[src/rtl/prm_pkg.sv]
package prm_pkg;

    localparam logic [7:0] FLAG_BYTE = 8'h7E;

    typedef enum logic [1:0] {
        SRC_RPT  = 2'd0,
        SRC_FIFO = 2'd1,
        SRC_BOP  = 2'd2
    } src_e;

    typedef enum logic [1:0] {
        SER_IDLE,
        SER_BODY,
        SER_FCS,
        SER_CLOSE
    } ser_st_e;

    // one latched second of status
    typedef struct packed {
        logic [5:0] g;     // CRC-count bins, g[0] = G1
        logic       se;
        logic       fe;
        logic       lv;
        logic [1:0] seq;
    } win_t;

    function automatic logic [15:0] crc16_lsb(input logic [15:0] c, input logic b);
        crc16_lsb = {1'b0, c[15:1]} ^ (((c[0] ^ b) == 1'b1) ? 16'h8408 : 16'h0000);
    endfunction

endpackage

[src/rtl/prm_evt_hist.sv]
module prm_evt_hist
    import prm_pkg::*;
#(
    parameter int CNT_W = 9,
    parameter int NWIN  = 4
) (
    input  logic       clk,
    input  logic       rst_n,
    input  logic       one_sec,
    input  logic [3:0] evt,          // [0] crc, [1] fps, [2] sef, [3] fred
    output win_t       win_o [NWIN]
);
    localparam int G2_MIN = 2;
    localparam int G3_MIN = 6;
    localparam int G4_MIN = 11;
    localparam int G5_MIN = 101;
    localparam int G6_MIN = 320;

    logic [CNT_W-1:0] cnt_q [4];
    logic [1:0]       seq_q;
    win_t             win_q [NWIN];
    win_t             fresh;

    always_comb begin
        int c;
        c = int'(cnt_q[0]);
        fresh.g = 6'b000000;
        if (c >= G6_MIN)      fresh.g = 6'b100000;
        else if (c >= G5_MIN) fresh.g = 6'b010000;
        else if (c >= G4_MIN) fresh.g = 6'b001000;
        else if (c >= G3_MIN) fresh.g = 6'b000100;
        else if (c >= G2_MIN) fresh.g = 6'b000010;
        else if (c == 1)      fresh.g = 6'b000001;
        fresh.fe  = |cnt_q[1];
        fresh.se  = |cnt_q[2];
        fresh.lv  = |cnt_q[3];
        fresh.seq = seq_q;
    end

    always_ff @(posedge clk) begin
        if (!rst_n) begin
            seq_q <= 2'd0;
            for (int k = 0; k < 4; k++) cnt_q[k] <= '0;
            for (int i = 0; i < NWIN; i++) win_q[i] <= '0;
        end else if (one_sec) begin
            seq_q <= seq_q + 2'd1;
            for (int k = 0; k < 4; k++) cnt_q[k] <= '0;
            win_q[0] <= fresh;
            for (int i = 1; i < NWIN; i++) win_q[i] <= win_q[i-1];
        end else begin
            for (int k = 0; k < 4; k++)
                if (evt[k] && cnt_q[k] != '1) cnt_q[k] <= cnt_q[k] + 1'b1;
        end
    end

    assign win_o = win_q;

    AST_HIST_SHIFT: assert property (@(posedge clk) disable iff (!rst_n)
        one_sec |=> (win_q[1] == $past(win_q[0])));
    AST_SEQ_STEP: assert property (@(posedge clk) disable iff (!rst_n)
        one_sec |=> (win_q[0].seq == $past(seq_q)));

endmodule

[src/rtl/prm_hdlc_tx.sv]
module prm_hdlc_tx
    import prm_pkg::*;
#(
    parameter int NBYTES = 11
) (
    input  logic                clk,
    input  logic                rst_n,
    input  logic                en,
    input  logic                req,
    input  logic [NBYTES*8-1:0] body,
    output logic                nbit,
    output logic                busy,
    output logic                start
);
    localparam int BW = (NBYTES > 1) ? $clog2(NBYTES) : 1;

    ser_st_e             st_q, st_d;
    logic [2:0]          fidx_q, fidx_d, bit_q, bit_d, ones_q, ones_d;
    logic [BW-1:0]       byte_q, byte_d;
    logic [15:0]         crc_q, crc_d, fcs_q, fcs_d;
    logic [3:0]          fcnt_q, fcnt_d;
    logic [NBYTES*8-1:0] snap_q, snap_d;
    logic                go;

    always_ff @(posedge clk) begin
        if (!rst_n) begin
            st_q   <= SER_IDLE;
            fidx_q <= '0;
            bit_q  <= '0;
            ones_q <= '0;
            byte_q <= '0;
            crc_q  <= 16'hFFFF;
            fcs_q  <= '0;
            fcnt_q <= '0;
            snap_q <= '0;
        end else if (en) begin
            st_q   <= st_d;
            fidx_q <= fidx_d;
            bit_q  <= bit_d;
            ones_q <= ones_d;
            byte_q <= byte_d;
            crc_q  <= crc_d;
            fcs_q  <= fcs_d;
            fcnt_q <= fcnt_d;
            snap_q <= snap_d;
        end
    end

    always_comb begin
        logic db;
        st_d   = st_q;
        fidx_d = fidx_q;
        bit_d  = bit_q;
        ones_d = ones_q;
        byte_d = byte_q;
        crc_d  = crc_q;
        fcs_d  = fcs_q;
        fcnt_d = fcnt_q;
        snap_d = snap_q;
        nbit   = 1'b0;
        go     = 1'b0;
        db     = 1'b0;
        unique case (st_q)
            SER_IDLE: begin
                nbit   = FLAG_BYTE[fidx_q];
                fidx_d = fidx_q + 3'd1;
                if (fidx_q == 3'd7 && req) begin       // OPEN
                    go     = 1'b1;
                    st_d   = SER_BODY;
                    byte_d = '0;
                    bit_d  = '0;
                    ones_d = '0;
                    crc_d  = 16'hFFFF;
                    snap_d = body;
                end
            end
            SER_BODY: begin
                if (ones_q == 3'd5) begin
                    ones_d = '0;
                end else begin
                    db     = snap_q[int'(byte_q)*8 + int'(bit_q)];
                    nbit   = db;
                    ones_d = db ? ones_q + 3'd1 : 3'd0;
                    crc_d  = crc16_lsb(crc_q, db);
                    bit_d  = bit_q + 3'd1;
                    if (bit_q == 3'd7) begin
                        if (int'(byte_q) == NBYTES-1) begin  // SEAL
                            st_d   = SER_FCS;
                            fcs_d  = ~crc16_lsb(crc_q, db);
                            fcnt_d = '0;
                        end else begin
                            byte_d = byte_q + 1'b1;
                        end
                    end
                end
            end
            SER_FCS: begin
                if (ones_q == 3'd5) begin
                    ones_d = '0;
                end else begin
                    db     = fcs_q[0];
                    nbit   = db;
                    ones_d = db ? ones_q + 3'd1 : 3'd0;
                    fcs_d  = {1'b0, fcs_q[15:1]};
                    fcnt_d = fcnt_q + 4'd1;
                    if (fcnt_q == 4'd15) begin         // TAIL
                        st_d   = SER_CLOSE;
                        fidx_d = '0;
                    end
                end
            end
            SER_CLOSE: begin
                if (ones_q == 3'd5) begin
                    ones_d = '0;
                end else begin
                    nbit   = FLAG_BYTE[fidx_q];
                    ones_d = '0;
                    fidx_d = fidx_q + 3'd1;
                    if (fidx_q == 3'd7) st_d = SER_IDLE; // REST
                end
            end
        endcase
    end

    assign start = en & go;
    assign busy  = (st_q != SER_IDLE);

endmodule

[src/rtl/prm_inserter.sv]
module prm_inserter
    import prm_pkg::*;
#(
    parameter int CNT_W = 9,
    parameter int NWIN  = 4
) (
    input  logic       clk,
    input  logic       rst_n,
    input  logic       bit_en,
    input  logic       one_sec,
    input  logic       crc_evt,
    input  logic       fps_evt,
    input  logic       sef_evt,
    input  logic       fred_evt,
    input  logic       cfg_wr,
    input  logic [7:0] cfg_wdata,
    output logic [7:0] cfg_q,
    input  logic [1:0] prio_mode,
    input  logic       fifo_empty,
    input  logic       fifo_bit,
    input  logic       bop_active,
    input  logic       bop_bit,
    output logic       dl_bit,
    output logic [1:0] dl_src
);
    localparam int         HDR    = 3;
    localparam int         NBYTES = HDR + 2*NWIN;
    localparam logic [7:0] WMASK  = 8'hFD;

    win_t                win [NWIN];
    logic [NBYTES*8-1:0] body;
    logic                pend_q, want, may_go, ser_en, ser_bit, ser_busy, ser_start;
    src_e                src;

    prm_evt_hist #(.CNT_W(CNT_W), .NWIN(NWIN)) hist_i (
        .clk     (clk),
        .rst_n   (rst_n),
        .one_sec (one_sec),
        .evt     ({fred_evt, sef_evt, fps_evt, crc_evt}),
        .win_o   (win)
    );

    assign body[7:0]   = {6'b001110, cfg_q[6], 1'b0};
    assign body[15:8]  = 8'h01;
    assign body[23:16] = 8'h03;
    for (genvar i = 0; i < NWIN; i++) begin : g_win
        assign body[(HDR+2*i)*8 +: 8]   = {win[i].g, win[i].se, win[i].fe};
        assign body[(HDR+2*i+1)*8 +: 8] = {win[i].lv, cfg_q[2], cfg_q[4], cfg_q[3],
                                           cfg_q[5], 1'b0, win[i].seq};
    end

    assign want   = pend_q | cfg_q[0];
    assign may_go = fifo_empty && (!bop_active || prio_mode == 2'b11);

    always_comb begin
        if (ser_busy || (want && may_go)) src = SRC_RPT;
        else if (bop_active)              src = SRC_BOP;
        else if (!fifo_empty)             src = SRC_FIFO;
        else                              src = SRC_RPT;
    end

    assign ser_en = bit_en && (src == SRC_RPT);

    prm_hdlc_tx #(.NBYTES(NBYTES)) tx_i (
        .clk   (clk),
        .rst_n (rst_n),
        .en    (ser_en),
        .req   (want && may_go),
        .body  (body),
        .nbit  (ser_bit),
        .busy  (ser_busy),
        .start (ser_start)
    );

    always_ff @(posedge clk) begin
        if (!rst_n) begin
            cfg_q  <= '0;
            pend_q <= 1'b0;
            dl_bit <= 1'b0;
            dl_src <= SRC_RPT;
        end else begin
            if (cfg_wr)         cfg_q    <= cfg_wdata & WMASK;
            else if (ser_start) cfg_q[0] <= 1'b0;
            if (ser_start)                              pend_q <= 1'b0;
            else if (one_sec && cfg_q[7] && !ser_busy)  pend_q <= 1'b1;
            if (bit_en) begin
                dl_src <= src;
                unique case (src)
                    SRC_FIFO: dl_bit <= fifo_bit;
                    SRC_BOP:  dl_bit <= bop_bit;
                    default:  dl_bit <= ser_bit;
                endcase
            end
        end
    end

    AST_CFG_STORE: assert property (@(posedge clk) disable iff (!rst_n)
        cfg_wr |=> (cfg_q == ($past(cfg_wdata) & WMASK)));
    AST_SEND_CLEAR: assert property (@(posedge clk) disable iff (!rst_n)
        (ser_start && !cfg_wr) |=> !cfg_q[0]);
    AST_FIFO_WAIT: assert property (@(posedge clk) disable iff (!rst_n)
        ser_start |-> fifo_empty);
    AST_BOP_PRIO: assert property (@(posedge clk) disable iff (!rst_n)
        (ser_start && bop_active) |-> (prio_mode == 2'b11));
    AST_OUT_HOLD: assert property (@(posedge clk) disable iff (!rst_n)
        !bit_en |=> ($stable(dl_bit) && $stable(dl_src)));

endmodule

[config.mk]
export PLATFORM = sky130hd
export DESIGN_NAME = prm_inserter
export DESIGN_NICKNAME = d
export VERILOG_FILES = /design/src/rtl/prm_pkg.sv /design/src/rtl/prm_evt_hist.sv /design/src/rtl/prm_hdlc_tx.sv /design/src/rtl/prm_inserter.sv
export SDC_FILE = /design/constraint.sdc
export NUM_CORES = 1
export LEC_CHECK = 0
export CAP_MARGIN = 20
export CORE_UTILIZATION = 40
export DETAILED_ROUTE_END_ITERATION = 16
export DONT_BUFFER_PORTS = 1
export PLACE_DENSITY_LB_ADDON = 0.1
export SETUP_SLACK_MARGIN = 0.5
export SYNTH_ARGS = -nofsm -noshare
export SYNTH_HDL_FRONTEND = slang
export SYNTH_SLANG_ARGS = --single-unit
[constraint.sdc]
create_clock -name clk -period 4.4 [get_ports clk]
set_input_delay 0.22 -clock clk [delete_from_list [all_inputs] [get_ports clk]]
set_output_delay 0.22 -clock clk [all_outputs]
set_load 0.01 [all_outputs]
== Word level (Yosys, flattened, before mapping) ==
Memories as Yosys holds them, arrays and structs flattened. A register that Yosys moved wholly into a read port is not among the register bits.
Cells that the tools add are included.
Word-level totals
  flip-flop bits (word level): 175
  memory bits (writable): 36
  ROM bits: 8
  input port bits: 23
  output and inout bits: 11
  word-level logic and storage cells: 218
  memories kept: 2
Memory list
  hist_i.cnt_q: depth 4, bits a word 9, rd ports 4, clocked after Yosys merged registers in 0, write ports 4, RTL line prm_evt_hist.sv:19  | logic [CNT_W-1:0] cnt_q [4];
  (name not given): depth 8, bits a word 1, rd ports 1, clocked after Yosys merged registers in 1, write ports 0, RTL line prm_hdlc_tx.sv:65  | nbit = FLAG_BYTE[fidx_q];
Cells by class
  $add $sub $neg: 11
  $lt $le $gt $ge: 7
  equal/unequal tests: 25
  multiplexer cells: 92
  bitwise operators: 14
  reduce and logical (&&, ||, !) cells: 32
Operators with widths (number)
  $mux 16: 7
  $mux 9: 8
  $pmux 16 s2: 2
  $add 9x1->9 const B: 4
  $ne 9x9->1 const B: 4
  $mux 3: 11
  $lt 32x9->1 const B: 1
  $mux 1: 32
  $mux 4: 8
  $mux 6: 5
  $reduce_or 9->1: 3
  $mux 2: 10
  $not 16->16: 1
  $pmux 4 s2: 2
  $xor 15x16->16: 1
  $pmux 3 s4: 1
  $reduce_and 6->1: 2
  $logic_and 1x1->1: 10
  $ne 2x1->1 const B: 5
  $add 3x1->3 const B: 3
  $eq 3x3->1 const B: 3
  $eq 9x2->1 const B: 1
  $ge 9x2->1 const B: 1
  $ge 9x3->1 const B: 1
  other kinds (32): 55

== Depth between registers and ports, before layout ==
  word-level depth: 12
  gate-level depth with buffers: 15
  gate-level depth less buffers: 13

== Hierarchy ==
A second synthesis with hierarchy kept.
Second synthesis, totals
  cell total of the unflattened synthesis: 1186
  area, all modules: 10632.7 um^2
Modules (own cells, without submodules)
  prm_hdlc_tx: instances 1, cells each 771, area an instance 6397.4 um^2, seq. area each 2802.7 um^2
  prm_evt_hist: instances 1, cells each 360, area an instance 3709.8 um^2, seq. area each 1911.8 um^2
  prm_inserter: instances 1, cells each 55, area an instance 525.5 um^2, seq. area each 220.2 um^2

== Least setup slack after synthesis ==
Ideal clock, no wire load.
  kind: flip-flop to flip-flop
  start: register tx_i.st_q[0]
  end: register with a tool-made name
  library setup time: 0.131 ns
  arrival time: 2.529 ns
  data required time: 4.269 ns
  slack: 1.740 ns
  stages on the path, launching flop included: 13
  buffers on the path: 0
  period minus slack after synthesis: 2.660 ns
  cell sequence: dfxtp_1 -> inv_1 -> ha_1 -> nand2_1 -> nor2_1 -> inv_1 -> ha_1 -> nand2_1 -> a2111oi_0 -> a22o_1 -> nand3_1 -> o311ai_0 -> a21oi_1
RTL lines
  start, declared: RTL line prm_hdlc_tx.sv:17  | ser_st_e st_q, st_d;
  start signal, assigned: RTL line prm_hdlc_tx.sv:37  | st_q <= st_d;

== Worst setup path in the final report ==
  start: register tx_i.bit_q[1]
  end: register tx_i.crc_q[10]
Between the ends
  cells in the longest elaborated chain, start to end: 9
RTL lines
  start, declared: RTL line prm_hdlc_tx.sv:18  | logic [2:0] fidx_q, fidx_d, bit_q, bit_d, ones_q, ones_d;
  start signal, assigned: RTL line prm_hdlc_tx.sv:39  | bit_q <= bit_d;
  $add 7x3->8: RTL line prm_hdlc_tx.sv:81  | db = snap_q[int'(byte_q)*8 + int'(bit_q)];
  $bmux 1 s7: RTL line prm_hdlc_tx.sv:81
  $mux 1 (implied by the code) (2 in series): RTL line prm_hdlc_tx.sv:81
  $xor 1x1->1: RTL line prm_pkg.sv:28  | crc16_lsb = {1'b0, c[15:1]} ^ (((c[0] ^ b) == 1'b1) ? 16'h8408 : 16'h0000);
  $mux 16: RTL line prm_pkg.sv:28
  $xor 15x16->16: RTL line prm_pkg.sv:28
  $mux 16: RTL line prm_hdlc_tx.sv:78  | if (ones_q == 3'd5) begin
  $pmux 16 s2: RTL line prm_hdlc_tx.sv:63  | unique case (st_q)
  end signal, assigned: RTL line prm_hdlc_tx.sv:42  | crc_q <= crc_d;
  end, declared: RTL line prm_hdlc_tx.sv:20  | logic [15:0] crc_q, crc_d, fcs_q, fcs_d;
Every way passes these cells. The select of a mux whose other input is x is not followed.
A chain may end at the register's enable or synchronous reset.

==> flow_summary.ini <==
[drt]
dr_total_vias = 6587
drtPass1Iterations = 4
wirelength_um = 19300
drc_errors = 0
ant_nets = 0
via_per_inst = 5.21
wire_per_inst_um = 15.3
initialDrtViolationCount = 318

[timing]
post-route-period-util_pct = 72.7
tns_ns = 0
rsz0062_at_grt = false
worst_slew_pin_slew_ns = 1.06
setup_viol = 0
clock_skew_ns = 0.0126
slew_headroom_pct = 29.7
period_needed_ns = 3.20
max_freq_ghz = 0.313
layout_setup_ws_ns = 1.20
slew_viol_final = 0
hold_violations = 0

[global_route]
grt_pass1_wl_um = 32000
met3_usage_pct = 3.77
antenna_found_initial = 0
top_usage_layer = met2
globalRouteMet2Util_pct = 29.3
grt.met1_usage_pct = 23.6
grt_overflow_total = 0
first_global_vias = 6201
grt_use_total_pct = 17.8
grt_max_degree = 103

[pwr]
power.density_nw_per_um2 = 361
p_leak_nw = 3.74
vdd_drop_max_uv = 261

[hold_path]
worstHoldPathCells = 2
hp-class = input pin to flop

[placed_design]
dpl.hpwl_um = 11800
place_ws_ns = 1.27
place_congestion = 0.736
port_buffers = 0

[cells_and_area]
area.growth.synth_to_final_pct = 11.0
drive_gt1_share_pct = 6.50
final_cell_mix = nand2_1, dfxtp_1, nor2_1
diodes = 0
fillerInstances = 2154
final_common_cell = nand2_1
nets = 1024

[cts]
clkSlewWorstSetupHoldPaths_ns = 0.07
clock-sinks = 195
cts_tree = yes
cts_setup_buffers = 0
cts_buffers = 17
cts_max_level = 4
clock_path_buffers = 2
root_buffer = clkbuf_16
insertion_delay_ns = 0.43

[setup_path]
startpoint_type = flop
critPathCapture = tx_i.crc_q[10]
crit_fanout = 24
end_kind = flop
r2r_setup_slack_ns = 1.20
critical_path_class = flop to flop
cp_slowest_stage_delay_ns = 0.94
timing.rr.start = tx_i.bit_q[1]
critPathLaunch = tx_i.bit_q[1]
worstPathCellList = mux4_2 -> nor2b_1 -> a2111oi_0 -> o41a_1 -> o2bb2ai_4 -> xor2_2 -> nor2_1 -> a311oi_1
cp_top_family = compound AO/OA/AOI/OAI gates
cp_num_buf_inv = 0
worst-path-stages = 8
required_ns = 4.75
reg2reg_to = tx_i.crc_q[10]
r2r_cells = 8
slowest_stage = dfxtp_1
worstPathArrival_ns = 3.55

[floorplanning]
initial_core_util_pct = 40.9
core_um2 = 21900
dieArea_um2 = 23000
die_x_um = 152
die_h_um = 152
rows = 54
pin_count = 34

[synth]
synth_cell_types = 59
syn-num-nets = 1042
ys_ff_latch = 195
yosysWarningCount = 0
syn_inst = 989
ys_seq_area_share_pct = 46.7
synthesis.area_um2 = 8950
avgSynthCellArea_um2 = 9.05
ys.flop_type = dfxtp_1
synth-edff-count = 27
async_flop_share_pct = 0

[status]
outcome = complete, no violations

[run]
cap_violations = 0
-- Yosys cell counts, types with 14 or more instances --
cell type,instances,area [um2]
xor2_1,18,158
and3_1,14,87.6
clkbuf_1,53,199
nand2_1,170,638
edfxtp_1,27,811
xnor2_1,14,123
mux2i_1,54,541
nor2_1,94,353
inv_1,27,101
dfxtp_1,168,3360
nor2b_1,17,106
o21ai_0,37,185
nand2b_1,14,87.6
nand3_1,17,85.1
o211ai_1,16,120
ha_1,30,375
a21oi_1,79,395
-- state kept, by name, indices dropped and copies added, names as in the netlist, named ones only --
signal	flops
cfg_q	7
dl_bit	1
dl_src	2
hist_i.cnt_q	36
hist_i.seq_q	2
hist_i.win_o	44
pend_q	1
tx_i.bit_q	3
tx_i.byte_q	4
tx_i.crc_q	16
tx_i.fcnt_q	4
tx_i.fcs_q	16
tx_i.fidx_q	3
tx_i.ones_q	3
tx_i.snap_q	50
tx_i.st_q	2
-- per-layer routing --
| layer | share of wire (%) | wire (um) |
|---|---|---|
| met1 | 51 | 9780 |
| met2 | 45 | 8780 |
| met3 | 2.7 | 521 |
| met4 | 1.2 | 231 |
| met5 | 0 | 0 |
-- power breakdown --
part / switching, mW / total [mW] / internal (mW)
clock: 0.713 / 1.56 / 0.847
sequential: 0.0350 / 1.87 / 1.84
combinational: 0.0876 / 0.159 / 0.0718
total: 0.836 / 3.59 / 2.75
-- stage by stage --
| stage | total power, mW | hold slack (ns) | instance area [um2] | util [%] | std cells |
|---|---|---|---|---|---|
| 2_1_floorplan | 2.02 | 0.334 | 8950 | - | 989 |
| 3_3_place_gp | 2.03 | 0.291 | 9120 | 41.7 | 1214 |
| 3_5_place_dp | 2.03 | 0.296 | 9120 | 41.7 | 1214 |
| 4_1_cts | 3.64 | 0.00657 | 9910 | 45.3 | 1263 |
| 5_1_grt | 3.73 | 0.0114 | 9930 | 45.4 | 1264 |
| 6_report | 3.59 | 0.0211 | 9930 | 45.4 | 1264 |
-- cell families (layout without fill, tap and decap cells) --
logic type	Yosys count	after routing	synth area share, %
adder cells (fa/ha/maj)	30	30	4.20
AO/OA/AOI/OAI	184	184	13.0
AND/OR/NAND/NOR	387	387	20.0
XOR/XNOR	33	33	3.31
multiplexers	66	66	8.60
other	1	1	0.0419
flip-flops	195	195	46.7
buffers and inverters	93	88	4.21
-- layout make-up --
cell class,instances,area (um2),area share (%)
Clock inverter,14,154,1.55
Clock buffer,18,429,4.32
Sequential cell,195,4170,42.0
Inverter,27,103,1.03
Timing Repair Buffer,29,315,3.17
Multi-Input combinational cell,701,4410,44.4
Tap cell,280,350,3.53
-- worst min-delay path by stage --
stage / startpoint / to / slack (ns)
3_3_place_gp: rst_n / tx_i.crc_q[0] / 0.29
6_report: one_sec / hist_i.win_o[37] / 0.02
4_1_cts: one_sec / hist_i.win_o[37] / 0.007
5_1_grt: one_sec / hist_i.win_o[35] / 0.01
2_1_floorplan: bit_en / dl_bit / 0.33
3_5_place_dp: rst_n / tx_i.crc_q[15] / 0.30
-- timing repair --
item,in CTS,in global routing
endpoints found under the hold margin,93,0
hold buffers,17,0
resized for setup,0,0
Power figures use the tool's default switching activity.
